### src/rtl/tdm_rx_pkg.sv
package tdm_rx_pkg;

    typedef enum logic {
        ST_HUNT = 1'b0,
        ST_LOCK = 1'b1
    } align_state_e;

    typedef struct packed {
        logic is_sync;
        logic is_last;
    } slot_flags_t;

    function automatic int unsigned frame_len(input int unsigned n_src,
                                              input int unsigned sample_w);
        return n_src * sample_w + 1;
    endfunction

    function automatic int unsigned width_of(input int unsigned n);
        return (n > 1) ? $clog2(n) : 1;
    endfunction

endpackage

### src/rtl/tdm_slot_seq.sv
module tdm_slot_seq
    import tdm_rx_pkg::*;
#(
    parameter int unsigned FRAME_LEN = 33,
    localparam int unsigned SLOT_W = width_of(FRAME_LEN)
) (
    input  logic              clk,
    input  logic              rst,
    input  logic              slip_i,
    output logic [SLOT_W-1:0] slot_o,
    output slot_flags_t       flags_o
);
    localparam logic [SLOT_W-1:0] LAST_SLOT = SLOT_W'(FRAME_LEN - 1);

    logic [SLOT_W-1:0] slot_q;

    // A slip keeps the counter on the sync slot for one more bit, so the
    // frame phase moves one position later.
    always_ff @(posedge clk) begin
        if (rst) begin
            slot_q <= '0;
        end else if (slip_i) begin
            slot_q <= '0;
        end else if (slot_q == LAST_SLOT) begin
            slot_q <= '0;
        end else begin
            slot_q <= slot_q + SLOT_W'(1);
        end
    end

    always_comb begin
        flags_o.is_sync = (slot_q == '0);
        flags_o.is_last = (slot_q == LAST_SLOT);
    end

    assign slot_o = slot_q;

endmodule

### src/rtl/tdm_sync_lock.sv
module tdm_sync_lock
    import tdm_rx_pkg::*;
#(
    parameter int unsigned LOCK_TOGGLES = 4,
    parameter int unsigned LOSS_MISSES  = 2,
    localparam int unsigned TW = width_of(LOCK_TOGGLES + 1),
    localparam int unsigned MW = width_of(LOSS_MISSES + 1)
) (
    input  logic clk,
    input  logic rst,
    input  logic sync_slot_i,
    input  logic bit_i,
    output logic locked_o,
    output logic slip_o
);
    localparam logic [TW-1:0] TOG_LAST  = TW'(LOCK_TOGGLES - 1);
    localparam logic [MW-1:0] MISS_LAST = MW'(LOSS_MISSES - 1);

    align_state_e  state_q;
    logic          have_ref_q;
    logic          ref_q;
    logic [TW-1:0] tog_cnt_q;
    logic [MW-1:0] miss_cnt_q;
    logic          toggled;

    assign toggled = (bit_i != ref_q);

    always_comb begin
        slip_o = 1'b0;
        if (sync_slot_i) begin
            if (state_q == ST_HUNT) begin
                slip_o = have_ref_q && !toggled;
            end else begin
                slip_o = !toggled && (miss_cnt_q == MISS_LAST);
            end
        end
    end

    always_ff @(posedge clk) begin
        if (rst) begin
            state_q    <= ST_HUNT;
            have_ref_q <= 1'b0;
            ref_q      <= 1'b0;
            tog_cnt_q  <= '0;
            miss_cnt_q <= '0;
        end else if (sync_slot_i) begin
            if (state_q == ST_HUNT) begin
                if (!have_ref_q) begin
                    have_ref_q <= 1'b1;
                    ref_q      <= bit_i;
                    tog_cnt_q  <= '0;
                end else if (toggled) begin
                    ref_q <= bit_i;
                    if (tog_cnt_q == TOG_LAST) begin
                        state_q    <= ST_LOCK;
                        miss_cnt_q <= '0;
                        tog_cnt_q  <= '0;
                    end else begin
                        tog_cnt_q <= tog_cnt_q + TW'(1);
                    end
                end else begin
                    have_ref_q <= 1'b0;
                    tog_cnt_q  <= '0;
                end
            end else begin
                // The expected value flips every frame whether or not it matched.
                ref_q <= ~ref_q;
                if (toggled) begin
                    miss_cnt_q <= '0;
                end else if (miss_cnt_q == MISS_LAST) begin
                    state_q    <= ST_HUNT;
                    have_ref_q <= 1'b0;
                    tog_cnt_q  <= '0;
                    miss_cnt_q <= '0;
                end else begin
                    miss_cnt_q <= miss_cnt_q + MW'(1);
                end
            end
        end
    end

    assign locked_o = (state_q == ST_LOCK);

endmodule

### src/rtl/tdm_lane_assembler.sv
module tdm_lane_assembler
    import tdm_rx_pkg::*;
#(
    parameter int unsigned N_SRC    = 4,
    parameter int unsigned SAMPLE_W = 8,
    parameter int unsigned SLOT_W   = 6,
    localparam int unsigned LANE_W  = width_of(N_SRC)
) (
    input  logic                      clk,
    input  logic                      rst,
    input  logic [SLOT_W-1:0]         slot_i,
    input  slot_flags_t               flags_i,
    input  logic                      bit_i,
    input  logic                      locked_i,
    output logic [N_SRC*SAMPLE_W-1:0] samples_o,
    output logic                      update_o
);
    logic [SLOT_W-1:0]         pay_idx;
    logic [LANE_W-1:0]         lane_sel;
    logic [N_SRC*SAMPLE_W-1:0] next_word;
    logic                      commit;

    assign pay_idx  = slot_i - SLOT_W'(1);
    assign lane_sel = LANE_W'(pay_idx % SLOT_W'(N_SRC));
    assign commit   = flags_i.is_last && locked_i;

    for (genvar l = 0; l < N_SRC; l++) begin : g_lane
        logic [SAMPLE_W-1:0] shreg_q;

        always_ff @(posedge clk) begin
            if (rst) begin
                shreg_q <= '0;
            end else if (!flags_i.is_sync && lane_sel == LANE_W'(l)) begin
                shreg_q <= {shreg_q[SAMPLE_W-2:0], bit_i};
            end
        end

        if (l == N_SRC - 1) begin : g_tail
            // The last lane takes its LSB in the same slot the frame is committed.
            assign next_word[l*SAMPLE_W +: SAMPLE_W] = {shreg_q[SAMPLE_W-2:0], bit_i};
        end else begin : g_body
            assign next_word[l*SAMPLE_W +: SAMPLE_W] = shreg_q;
        end
    end

    always_ff @(posedge clk) begin
        if (rst) begin
            samples_o <= '0;
            update_o  <= 1'b0;
        end else begin
            update_o <= commit;
            if (commit) begin
                samples_o <= next_word;
            end
        end
    end

endmodule

### src/rtl/tdm_frame_demux.sv
module tdm_frame_demux
    import tdm_rx_pkg::*;
#(
    parameter int unsigned N_SRC        = 4,
    parameter int unsigned SAMPLE_W     = 8,
    parameter int unsigned LOCK_TOGGLES = 4,
    parameter int unsigned LOSS_MISSES  = 2
) (
    input  logic                      clk,
    input  logic                      rst,
    input  logic                      rx_bit,
    output logic [N_SRC*SAMPLE_W-1:0] samples_o,
    output logic                      update_o,
    output logic                      locked_o
);
    localparam int unsigned FRAME_LEN = frame_len(N_SRC, SAMPLE_W);
    localparam int unsigned SLOT_W    = width_of(FRAME_LEN);

    logic [SLOT_W-1:0] slot_q;
    slot_flags_t       flags;
    logic              slip;
    logic              locked;

    tdm_slot_seq #(
        .FRAME_LEN(FRAME_LEN)
    ) u_seq (
        .clk    (clk),
        .rst    (rst),
        .slip_i (slip),
        .slot_o (slot_q),
        .flags_o(flags)
    );

    tdm_sync_lock #(
        .LOCK_TOGGLES(LOCK_TOGGLES),
        .LOSS_MISSES (LOSS_MISSES)
    ) u_lock (
        .clk        (clk),
        .rst        (rst),
        .sync_slot_i(flags.is_sync),
        .bit_i      (rx_bit),
        .locked_o   (locked),
        .slip_o     (slip)
    );

    tdm_lane_assembler #(
        .N_SRC   (N_SRC),
        .SAMPLE_W(SAMPLE_W),
        .SLOT_W  (SLOT_W)
    ) u_asm (
        .clk      (clk),
        .rst      (rst),
        .slot_i   (slot_q),
        .flags_i  (flags),
        .bit_i    (rx_bit),
        .locked_i (locked),
        .samples_o(samples_o),
        .update_o (update_o)
    );

    assign locked_o = locked;

endmodule

### config.mk
export PLATFORM = sky130hd
export DESIGN_NAME = tdm_frame_demux
export DESIGN_NICKNAME = d
export VERILOG_FILES = /design/src/rtl/tdm_rx_pkg.sv /design/src/rtl/tdm_slot_seq.sv /design/src/rtl/tdm_sync_lock.sv /design/src/rtl/tdm_lane_assembler.sv /design/src/rtl/tdm_frame_demux.sv
export SDC_FILE = /design/constraint.sdc
export NUM_CORES = 1
export LEC_CHECK = 0
export ABC_AREA = 1
export BUFFER_PORTS_ARGS = -buffer_cell sky130_fd_sc_hd__buf_4
export CORE_AREA = 8 8 121 123
export DETAILED_ROUTE_END_ITERATION = 10
export DIE_AREA = 0 0 129 131
export SYNTH_ARGS = -nofsm -noshare
export SYNTH_HDL_FRONTEND = slang
export SYNTH_SLANG_ARGS = --single-unit
### constraint.sdc
create_clock -name clk -period 1.82 [get_ports clk]
set_clock_uncertainty 0.05 [all_clocks]
set_input_delay 0.364 -clock clk [delete_from_list [all_inputs] [get_ports clk]]
set_output_delay 0.364 -clock clk [all_outputs]
set_load 0.05 [all_outputs]
==> results by group <==
Outcome
  – Status: finished clean

Power and ir drop
  – Pwr dens: 1400 nW/um^2
  – Pleak: 1.53 nW
  – VDD IR max: 552 uV
  – Final Total Pwr: 5.36 mW

CTS
  – Num CTS Buffers: 9
  – Clock Pin Slew Worst Setup and Hold Paths: 60 ps
  – CTS tree: built
  – Max clock buf depth: 2
  – Worst-Skew Late Latency: 330 ps
  – Hold Buf Count CTS: 0
  – Post-CTS Setup Inserts: 0
  – H-tree Lvls: 3
  – Resized Gates After CTS: 0
  – CTS sink count: 78
  – CTS root buf: clkbuf_16

Synth
  – Post-synth top area share: 49.9%
  – Post-synthesis cell area: 3130 um^2
  – Synth area leaders: dfxtp_1, nor2_1, a21oi_1
  – Yosys warnings: 0
  – Synth Net Count: 401
  – Post-synthesis cell count: 393
  – Sequential element share of the synthesized area: 49.9%
  – Synth area leader: dfxtp_1
  – Syn Area/Cell: 7.96 um^2
  – Register bit total from synthesis: 78
  – Distinct cells, synth: 25

STA
  – Max Slew Vio Count: 0
  – Final Hold Vio Count: 0
  – TNS Setup: 0 ps
  – Slew headroom: 71.5%
  – Max Clock Freq: 623 MHz
  – RSZ-0062 raised after global routing: false
  – Setup Viol. Count Final: 0
  – Final period util: 88.1%
  – Slew @ Worst Pin: 427 ps
  – Post-route minimum period: 1600 ps

Worst setup path
  – Type of origin of the critical path: flip-flop
  – Crit path kind: reg2reg
  – Critical Path RT: 1970 ps
  – WP data arrival: 1750 ps
  – CP Capture Type: flip-flop
  – CP Max Fanout: 33
  – R2R setup slack: 220 ps

Route
  – Routed Antenna Nets: 0
  – Drt total wl: 6.87 mm
  – DR vias/cell: 4.28
  – Via count: 2580
  – Detailed router's first-iteration violation count: 212
  – Drt wl/cell: 11.4 um
  – DRC: 0
  – Router iterations before antenna repair: 4

GRT
  – GRT Util Overall: 8.82%
  – First-pass GRT wire length: 12.0 mm
  – Grt met1 use: 10.7%
  – Largest net degree at the start of global routing: 38
  – Vias in the first global route: 2552
  – Met3 GRT Util: 3.73%
  – GR Layer Usage met2: 14.2%
  – Initial antenna violation count: 0
  – Total grt overflow: 0
  – Most Crowded Layer GR: met2

Placed design
  – Hpwl dp: 4.67 mm
  – Port bufs: 36
  – RePlAce Congestion: 0.764

Layout
  – Area grow syn2layout: 22.0%
  – Layout cell share with drive strength beyond 1: 16.4%
  – Antenna diode count: 0
  – Nets: 430

Worst hold path
  – Worst Hold Class: in2reg

Run
  – Max_cap viols: 0

Floorplan
  – I/O Pins: 37
  – Initial Utilization: 24.3%
  – DIE HEIGHT: 131 um
  – Die Width: 129 um
  – Core area: 12900 um^2
  – Site Rows: 42
  – Die Area: 16900 um^2
routing by layer:
metal	routed length, um	part of all wire, %
met1	3260	47
met2	3090	45
met3	455	6.6
met4	63	0.92
met5	0	0
state kept, by name, indices dropped and copies added (netlist names):
register and flops:
u_asm.g_lane.shreg_q 31, u_lock.locked_o 1, u_lock.tog_cnt_q 3, u_asm.update_o 1, u_lock.ref_q 1, u_lock.have_ref_q 1, u_seq.slot_o 6, u_asm.samples_o 32
u_lock.miss_cnt_q 2
Yosys cell counts, drive strengths merged:
master / number
buf: 15
xnor2: 1
ha: 5
nand3: 13
xor2: 3
nor2: 82
dfxtp: 78
inv: 21
nand2: 56
o21ai: 36
nand4: 32
a21oi: 41
clkbuf: 9
o21bai: 1
critical path, cell delays in order (launching register included):
cell and delay (ps):
dfxtp_1 340, inv_1 90, ha_1 250, nand2_4 100, inv_6 90, nand3_4 300
nand2_1 170, a21oi_1 70
stage by stage:
stage | instance area, um^2 | std cells | hold WS (ps) | setup WS (ps) | util, %
after global routing | 3820 | 603 | 329 | 24.6 | 29.6
after global placement | 3520 | 587 | 380 | 266 | 27.4
after CTS | 3820 | 603 | 311 | 183 | 29.6
after floorplan | 3130 | 393 | 369 | 306 | -
final | 3820 | 603 | 320 | 216 | 29.6
after detailed placement | 3520 | 587 | 386 | 200 | 27.4
layout make-up:
cell class                 count  area (um^2)
fill                        1382         9060
sequential                    78         1560
clock buffer                  11          233
multi-input combinational    270         1330
clock inverter                 5         58.8
tap                          176          220
timing repair buffer          42          328
inverter                      21         83.8
cells by family (layout without fill, tap and decap cells):
logic type	Yosys count	in the layout	synth area share, %
buffers and inverters	45	79	7.56
AND/OR/NAND/NOR	183	183	26.9
XOR/XNOR	4	4	1.12
flip-flops	78	78	49.9
adder cells (fa/ha/maj)	5	5	2.00
AO/OA/AOI/OAI	78	78	12.6
cells in the final DEF (no fill, tap or decap):
cell / netlist / final
clkinv_2: 0 / 1
clkbuf_16: 0 / 9
inv_2: 3 / 3
nand3_2: 1 / 1
dfxtp_1: 78 / 78
clkbuf_1: 9 / 2
o21bai_1: 1 / 1
nand3_1: 11 / 11
ha_1: 5 / 5
nand4_1: 32 / 32
inv_1: 17 / 17
xnor2_1: 1 / 1
clkinvlp_4: 0 / 2
nor2_4: 3 / 3
nand3_4: 1 / 1
nor2_1: 78 / 78
xor2_1: 3 / 3
buf_4: 5 / 41
bufinv_16: 0 / 1
nand2_1: 52 / 52
inv_6: 1 / 2
o21ai_0: 33 / 33
nand2_2: 3 / 3
o21ai_1: 3 / 3
a21oi_1: 41 / 41
buf_12: 0 / 1
nand2_4: 1 / 1
nor2_2: 1 / 1
final timing paths:
kind                                      from                                end  depth (start not counted)
max reg2reg         u_seq.slot_o[0]$_SDFF_PP0_    u_asm.samples_o[0]$_SDFFE_PP0P_                          7
min reg2reg  u_lock.miss_cnt_q[1]$_SDFFE_PP0P_  u_lock.miss_cnt_q[1]$_SDFFE_PP0P_                          2
max                 u_seq.slot_o[0]$_SDFF_PP0_    u_asm.samples_o[0]$_SDFFE_PP0P_                          7
min                                     rx_bit   u_asm.samples_o[24]$_SDFFE_PP0P_                          3
power breakdown:
group	switching [mW]	total (mW)	internal [mW]	leakage, nW
Sequential	0.243	2.25	2.01	0.634
Clock	0.675	1.74	1.06	0.136
Combinational	0.912	1.37	0.460	0.764
Total	1.83	5.36	3.53	1.53
Note: power is estimated with default switching activity, not from simulation.
